<file path="config.mk">
export PLATFORM = sky130hd
export DESIGN_NAME = bin_mag_stream
export DESIGN_NICKNAME = d
export VERILOG_FILES = /design/src/rtl/mag_pkg.sv /design/src/rtl/mag_slot_ctrl.sv /design/src/rtl/mag_square_stage.sv /design/src/rtl/mag_root_step.sv /design/src/rtl/mag_to_float.sv /design/src/rtl/bin_mag_stream.sv
export SDC_FILE = /design/constraint.sdc
export NUM_CORES = 2
export LEC_CHECK = 0
export ABC_CLOCK_PERIOD_IN_PS = 14500
export BUFFER_PORTS_ARGS = -buffer_cell sky130_fd_sc_hd__clkbuf_2
export CAP_MARGIN = 5
export CELL_PAD_IN_SITES_DETAIL_PLACEMENT = 0
export CELL_PAD_IN_SITES_GLOBAL_PLACEMENT = 1
export CORE_MARGIN = 5
export CORE_UTILIZATION = 55
export DETAILED_ROUTE_END_ITERATION = 7
export PLACE_DENSITY_LB_ADDON = 0.1
export REMOVE_ABC_BUFFERS = 1
export SKIP_LAST_GASP = 1
export SYNTH_ARGS = -nofsm -noshare
export SYNTH_HDL_FRONTEND = slang
export SYNTH_SLANG_ARGS = --single-unit
</file>
<file path="constraint.sdc">
create_clock -name clk -period 14.5 [get_ports clk]
set_clock_uncertainty 0.15 [all_clocks]
set_input_delay 2.9 -clock clk [delete_from_list [all_inputs] [get_ports clk]]
set_output_delay 2.9 -clock clk [all_outputs]
set_load 0.01 [all_outputs]
</file>
<file path="src/rtl/mag_pkg.sv">
package mag_pkg;

    localparam int F32_BIAS  = 127;
    localparam int F32_EXP_W = 8;
    localparam int F32_MAN_W = 23;
    localparam int F32_W     = 1 + F32_EXP_W + F32_MAN_W;

    // occupancy of one hand-off slot
    typedef enum logic {
        SLOT_EMPTY = 1'b0,
        SLOT_FULL  = 1'b1
    } slot_e;

    typedef struct packed {
        logic                 sign;
        logic [F32_EXP_W-1:0] expo;
        logic [F32_MAN_W-1:0] frac;
    } f32_t;

endpackage

</file>
<file path="src/rtl/mag_slot_ctrl.sv">
// Two-state hand-off controller shared by every pipeline slot.
module mag_slot_ctrl
    import mag_pkg::*;
(
    input  logic clk,
    input  logic rst_n,
    input  logic up_valid,
    output logic up_ready,
    input  logic up_last,
    output logic dn_valid,
    input  logic dn_ready,
    output logic dn_last,
    output logic load
);

    slot_e slot_q, slot_d;
    logic  last_q;

    assign up_ready = (slot_q == SLOT_EMPTY) || dn_ready;
    assign load     = up_ready && up_valid;
    assign dn_valid = (slot_q == SLOT_FULL);
    assign dn_last  = last_q;

    // transition logic
    always_comb begin
        slot_d = slot_q;
        unique case (slot_q)
            SLOT_EMPTY: if (up_valid)              slot_d = SLOT_FULL;
            SLOT_FULL:  if (dn_ready && !up_valid) slot_d = SLOT_EMPTY;
        endcase
    end

    // state register
    always_ff @(posedge clk) begin
        if (!rst_n) begin
            slot_q <= SLOT_EMPTY;
            last_q <= 1'b0;
        end else begin
            slot_q <= slot_d;
            if (load) last_q <= up_last;
        end
    end

endmodule

</file>
<file path="src/rtl/mag_square_stage.sv">
// Unpacks the signed halves and registers re^2 + im^2.
module mag_square_stage
    import mag_pkg::*;
#(
    parameter int HALF_W = 16,
    localparam int WORD_W = 2 * HALF_W,
    localparam int SUM_W  = 2 * HALF_W
) (
    input  logic              clk,
    input  logic              rst_n,
    input  logic              up_valid,
    output logic              up_ready,
    input  logic              up_last,
    input  logic [WORD_W-1:0] up_word,
    output logic              dn_valid,
    input  logic              dn_ready,
    output logic              dn_last,
    output logic [SUM_W-1:0]  dn_sum
);

    logic              load;
    logic [WORD_W-1:0] re_x, im_x, re_sq, im_sq;
    logic [SUM_W-1:0]  sum_d, sum_q;

    mag_slot_ctrl u_ctrl (
        .clk      (clk),
        .rst_n    (rst_n),
        .up_valid (up_valid),
        .up_ready (up_ready),
        .up_last  (up_last),
        .dn_valid (dn_valid),
        .dn_ready (dn_ready),
        .dn_last  (dn_last),
        .load     (load)
    );

    // sign-extend each half to full word width before squaring
    assign re_x  = {{HALF_W{up_word[HALF_W-1]}}, up_word[HALF_W-1:0]};
    assign im_x  = {{HALF_W{up_word[WORD_W-1]}}, up_word[WORD_W-1:HALF_W]};
    // each square is at most 2^(2*HALF_W-2): low bits of the product are exact
    assign re_sq = re_x * re_x;
    assign im_sq = im_x * im_x;
    assign sum_d = re_sq + im_sq;

    always_ff @(posedge clk) begin
        if (load) sum_q <= sum_d;
    end

    assign dn_sum = sum_q;

endmodule

</file>
<file path="src/rtl/mag_root_step.sv">
// One restoring square-root digit: decides result bit BITPOS.
module mag_root_step
    import mag_pkg::*;
#(
    parameter int SUM_W  = 32,
    parameter int ROOT_W = 16,
    parameter int BITPOS = 0,
    localparam int TRY_W = SUM_W + 1
) (
    input  logic              clk,
    input  logic              rst_n,
    input  logic              up_valid,
    output logic              up_ready,
    input  logic              up_last,
    input  logic [SUM_W-1:0]  up_rem,
    input  logic [ROOT_W-1:0] up_root,
    output logic              dn_valid,
    input  logic              dn_ready,
    output logic              dn_last,
    output logic [SUM_W-1:0]  dn_rem,
    output logic [ROOT_W-1:0] dn_root
);

    logic              load;
    logic [TRY_W-1:0]  trial;
    logic              take;
    logic [SUM_W-1:0]  rem_d, rem_q;
    logic [ROOT_W-1:0] root_d, root_q;

    mag_slot_ctrl u_ctrl (
        .clk      (clk),
        .rst_n    (rst_n),
        .up_valid (up_valid),
        .up_ready (up_ready),
        .up_last  (up_last),
        .dn_valid (dn_valid),
        .dn_ready (dn_ready),
        .dn_last  (dn_last),
        .load     (load)
    );

    // (q + 2^b)^2 - q^2 = q*2^(b+1) + 2^(2b); q has no bits at or below b
    assign trial  = (TRY_W'(up_root) << (BITPOS + 1)) | (TRY_W'(1) << (2 * BITPOS));
    assign take   = {1'b0, up_rem} >= trial;
    assign rem_d  = take ? (up_rem - trial[SUM_W-1:0]) : up_rem;
    assign root_d = up_root | (ROOT_W'(take) << BITPOS);

    always_ff @(posedge clk) begin
        if (load) begin
            rem_q  <= rem_d;
            root_q <= root_d;
        end
    end

    assign dn_rem  = rem_q;
    assign dn_root = root_q;

endmodule

</file>
<file path="src/rtl/mag_to_float.sv">
// Exact unsigned-integer to single-precision conversion (ROOT_W <= 24).
module mag_to_float
    import mag_pkg::*;
#(
    parameter int ROOT_W = 16,
    localparam int POS_W   = $clog2(ROOT_W) + 1,
    localparam int ALIGN_W = F32_MAN_W + 1
) (
    input  logic              clk,
    input  logic              rst_n,
    input  logic              up_valid,
    output logic              up_ready,
    input  logic              up_last,
    input  logic [ROOT_W-1:0] up_root,
    output logic              dn_valid,
    input  logic              dn_ready,
    output logic              dn_last,
    output logic [F32_W-1:0]  dn_word
);

    logic               load;
    logic [POS_W-1:0]   lead;
    logic [ALIGN_W-1:0] aligned;
    f32_t               flt_d, flt_q;

    mag_slot_ctrl u_ctrl (
        .clk      (clk),
        .rst_n    (rst_n),
        .up_valid (up_valid),
        .up_ready (up_ready),
        .up_last  (up_last),
        .dn_valid (dn_valid),
        .dn_ready (dn_ready),
        .dn_last  (dn_last),
        .load     (load)
    );

    // leading-one search: highest set bit wins
    always_comb begin
        lead = '0;
        for (int b = 0; b < ROOT_W; b++) begin
            if (up_root[b]) lead = POS_W'(b);
        end
    end

    assign aligned = ALIGN_W'(up_root) << (F32_MAN_W - int'(lead));

    always_comb begin
        flt_d.sign = 1'b0;
        if (up_root == '0) begin
            flt_d.expo = '0;
            flt_d.frac = '0;
        end else begin
            flt_d.expo = F32_EXP_W'(F32_BIAS) + F32_EXP_W'(lead);
            flt_d.frac = aligned[F32_MAN_W-1:0];
        end
    end

    always_ff @(posedge clk) begin
        if (load) flt_q <= flt_d;
    end

    assign dn_word = flt_q;

endmodule

</file>
<file path="src/rtl/bin_mag_stream.sv">
// Complex bin -> float32 magnitude, one bin per clock, full backpressure.
module bin_mag_stream
    import mag_pkg::*;
#(
    parameter int HALF_W = 16,
    localparam int WORD_W = 2 * HALF_W,
    localparam int SUM_W  = 2 * HALF_W,
    localparam int ROOT_W = HALF_W,
    localparam int DEPTH  = ROOT_W + 2
) (
    input  logic              clk,
    input  logic              rst_n,
    input  logic              in_valid,
    output logic              in_ready,
    input  logic [WORD_W-1:0] in_data,
    input  logic              in_last,
    output logic              out_valid,
    input  logic              out_ready,
    output logic [F32_W-1:0]  out_data,
    output logic              out_last
);

    // index 0: square stage output; index k+1: output of root step k
    logic [ROOT_W:0]   vld;
    logic [ROOT_W:0]   rdy;
    logic [ROOT_W:0]   lst;
    logic [SUM_W-1:0]  rem  [ROOT_W+1];
    logic [ROOT_W-1:0] root [ROOT_W+1];

    assign root[0] = '0;

    mag_square_stage #(.HALF_W(HALF_W)) u_square (
        .clk      (clk),
        .rst_n    (rst_n),
        .up_valid (in_valid),
        .up_ready (in_ready),
        .up_last  (in_last),
        .up_word  (in_data),
        .dn_valid (vld[0]),
        .dn_ready (rdy[0]),
        .dn_last  (lst[0]),
        .dn_sum   (rem[0])
    );

    for (genvar k = 0; k < ROOT_W; k++) begin : g_root
        mag_root_step #(
            .SUM_W  (SUM_W),
            .ROOT_W (ROOT_W),
            .BITPOS (ROOT_W - 1 - k)
        ) u_step (
            .clk      (clk),
            .rst_n    (rst_n),
            .up_valid (vld[k]),
            .up_ready (rdy[k]),
            .up_last  (lst[k]),
            .up_rem   (rem[k]),
            .up_root  (root[k]),
            .dn_valid (vld[k+1]),
            .dn_ready (rdy[k+1]),
            .dn_last  (lst[k+1]),
            .dn_rem   (rem[k+1]),
            .dn_root  (root[k+1])
        );
    end

    mag_to_float #(.ROOT_W(ROOT_W)) u_float (
        .clk      (clk),
        .rst_n    (rst_n),
        .up_valid (vld[ROOT_W]),
        .up_ready (rdy[ROOT_W]),
        .up_last  (lst[ROOT_W]),
        .up_root  (root[ROOT_W]),
        .dn_valid (out_valid),
        .dn_ready (out_ready),
        .dn_last  (out_last),
        .dn_word  (out_data)
    );

endmodule

</file>
==> results.md <==
- Status: completed
- Hold_buf cts: 0
- Fin. Hold Viols: 0
- Total GRT Usage: 0.220
- Initial core utilization: 0.556
- CTS root buffer: clkbuf_16
- Slew Limit Fails: 0
- Dominant synthesized flop cell: edfxtp_1
- DRC viols: 0
- Initial drt markers: 1602
- Cell count after synthesis: 4346
- Netlist cell types: 81
- Layout fillers: 7396
- Share of cells above drive strength 1: 0.0602
- Seq/Total Area, Yosys: 0.420
- Grt total ovfl: 0
- Hold EP: g_root[10].u_step.dn_root[13]
- Worst R2R End: g_root[11].u_step.dn_rem[25]
- R2R cell count: 9
- Top post-synthesis cells by area: edfxtp_1 41%, fa_1 21%, ha_1 7.5%
- Avg Cell Area, Syn: 11.6 µm²
- Via density: 5.29
- Synth warnings: 0
- R2R Path Start: g_root[10].u_step.dn_rem[17]
- RSZ-0062 raised after global routing: false
- Kind of critical path: input port to register
- Synth top area share: 0.405
- Horiz. Die Dim: 312 µm
- Reg clk slew, reported paths: 60 ps
- I/O Pins: 72
- Clock buffer count from CTS: 74
- Global-route wire length before repair: 170000 µm
- Largest net degree at the start of global routing: 49
- Slew margin rel.: 0.263
- Setup TNS Final: 0 ps
- Synth async-reset ratio: 0
- IO buf count: 70
- Routed Wire Length: 105000 µm
- DR pass1 iterations: 5
- Area of the mapped netlist: 50200 µm²
- Dpl cell area: 52100 µm²
- Achievable Freq: 98.1 MHz
- Core Area: 90300 µm²
- GP Congestion: 0.864
- Final setup viols: 0
- Postcts setup bufs: 0
- Antenna violations before repair: 1
- WL/cell: 18.5 µm
- Clk_lat worst skew: 630 ps
- Slew @ Worst Pin: 1100 ps
- Fin area: 54500 µm²
- Critical Path Sink Type: register
- Number of diodes: 0
- WHS Path Cells: 0
- Startpoint type of the worst setup path: input port
- Min-Delay Path Class: register to register
- CTS tree: done
- Post-synthesis cell type with the largest combined area: edfxtp_1
- Worst R2R Setup Slack: 10790 ps
- Vias post-DR: 30000
- Arrival @ worst endpoint: 10400 ps
- # clock sinks: 714
- Req. time, crit path: 14710 ps
- Number of synthesized flops with an enable pin: 678
- CTS-repair resized insts: 0
- Max cap viols: 0
- Number of synthesized register bits: 714
- Maximum level of the CTS H-tree: 3
- Most common cell after layout, fill and taps aside: inv_1
- Longest Clk Path Bufs: 3
- Fin crit period: 10200 ps
- Syn-to-layout area delta: 8.51%
- Worst Path Max Fanout: 30
- Final period util: 0.703
- Nets@finish: 5300
- Antenna viol nets, final: 0
- Die Area: 97400 µm²
- Die Y: 312 µm
- Number of global-route vias before repair: 31500
- Row cnt: 110
- DP Wirelength: 86300 µm
- Worst Hold Launch: g_root[9].u_step.dn_root[13]
- Commonest non-fill, non-tap cells in the layout: 856 x inv_1, 678 x edfxtp_1, 521 x fa_1, 312 x nand2_1, 299 x ha_1
kinds of logic after synthesis:
logic type                 synth area share
muxes                                0.0119
buffers and inverters                0.0711
xor gates and xnor gates             0.0434
and+or+nand+nor                       0.105
adders and majority gates             0.282
DFF                                   0.420
AOI/OAI and AO/OA                    0.0662
other                             0.0000747
cell type report:
| type | instances | area, µm² | area share |
|---|---|---|---|
| Tap cell | 1176 | 1470 | 0.0270 |
| Multi-Input combinational cell | 2699 | 25700 | 0.473 |
| Clock buffer | 89 | 1940 | 0.0356 |
| Timing Repair Buffer | 94 | 531 | 0.00974 |
| Clock inverter | 46 | 485 | 0.00891 |
| Inverter | 860 | 3230 | 0.0593 |
| Sequential cell | 714 | 21100 | 0.387 |
layer usage:
layer / up-vias / GRT usage / part of all wire
met5: - / 0 / 0.00012
li1: 14600 / - / -
met4: 2 / 0.0683 / 0.031
met1: 14800 / 0.272 / 0.41
met3: 166 / 0.0250 / 0.030
met2: 438 / 0.406 / 0.53
cell usage after synthesis (6+ instances only):
library cell  count
nand2_1         312
xor2_1           93
nor3_1           65
dfxtp_1          36
inv_1           856
a31o_2            6
nor2_1          209
and2_1           91
and4_1            6
and3_1            8
a211oi_1         19
mux2_2           19
buf_2            10
nor2b_1          61
xnor2_1         156
nand3b_1          7
nand4_1          33
nand3_1          36
nor4b_1          15
nor4_1           75
nand4b_1          8
a31oi_1          10
edfxtp_1        678
nor3b_1           7
a21o_1           49
o21a_1           53
mux2i_1          37
nand2b_1         48
or4_1            13
o31ai_1          29
a21oi_1         142
or3_1            22
clkbuf_1         65
o21ai_0         115
ha_1            299
a21boi_0         15
o21bai_1         12
o21ai_1           6
or2_2            11
o211ai_1          8
fa_1            521
o31a_1            8
o211a_1           6
worst max-delay path: stages:
cell	delay (ps)
clkbuf_2	80
buf_4	320
nand2_1	500
inv_1	440
fa_1	500
fa_1	510
inv_1	50
fa_1	480
inv_1	50
fa_1	370
inv_1	70
fa_1	450
fa_1	600
fa_1	440
fa_1	490
inv_1	40
ha_1	340
a21oi_1	190
o21ai_0	170
o31a_1	380
nor4b_1	460
o311ai_0	220
a21oi_1	220
xnor2_1	90
state kept, by name, indices dropped and copies added, names as in the netlist:
name / cells
g_root.u_step.dn_rem: 480
g_root.u_step.dn_root: 136
g_root.u_step.u_ctrl.dn_last: 16
g_root.u_step.u_ctrl.dn_valid: 16
u_float.dn_word: 30
u_float.u_ctrl.dn_last: 1
u_float.u_ctrl.dn_valid: 1
u_square.dn_sum: 32
u_square.u_ctrl.dn_last: 1
u_square.u_ctrl.dn_valid: 1
how the worst max path moves through the flow:
stage                                      to        start  slack, ps
after floorplan           u_square.dn_sum[31]   in_data[4]       4830
after global placement    u_square.dn_sum[31]  in_data[31]       3720
after detailed placement  u_square.dn_sum[31]  in_data[31]       3620
after CTS                 u_square.dn_sum[31]  in_data[31]       4300
after global routing      u_square.dn_sum[31]  in_data[31]       3950
final                     u_square.dn_sum[31]  in_data[31]       4300
per-stage QoR:
step           setup slack [ps]  utilization  hold slack, ps  std cells
6_report                   4300        0.603             294       5678
3_5_place_dp               3620        0.577             283       5543
2_1_floorplan              4830            -             267       4273
4_1_cts                    4300        0.603             295       5678
3_3_place_gp               3720        0.577             272       5543
5_1_grt                    3950        0.603             304       5678
Power is not shown: default switching activity piles up to over one toggle a cycle in this logic, so the estimate is an artifact.
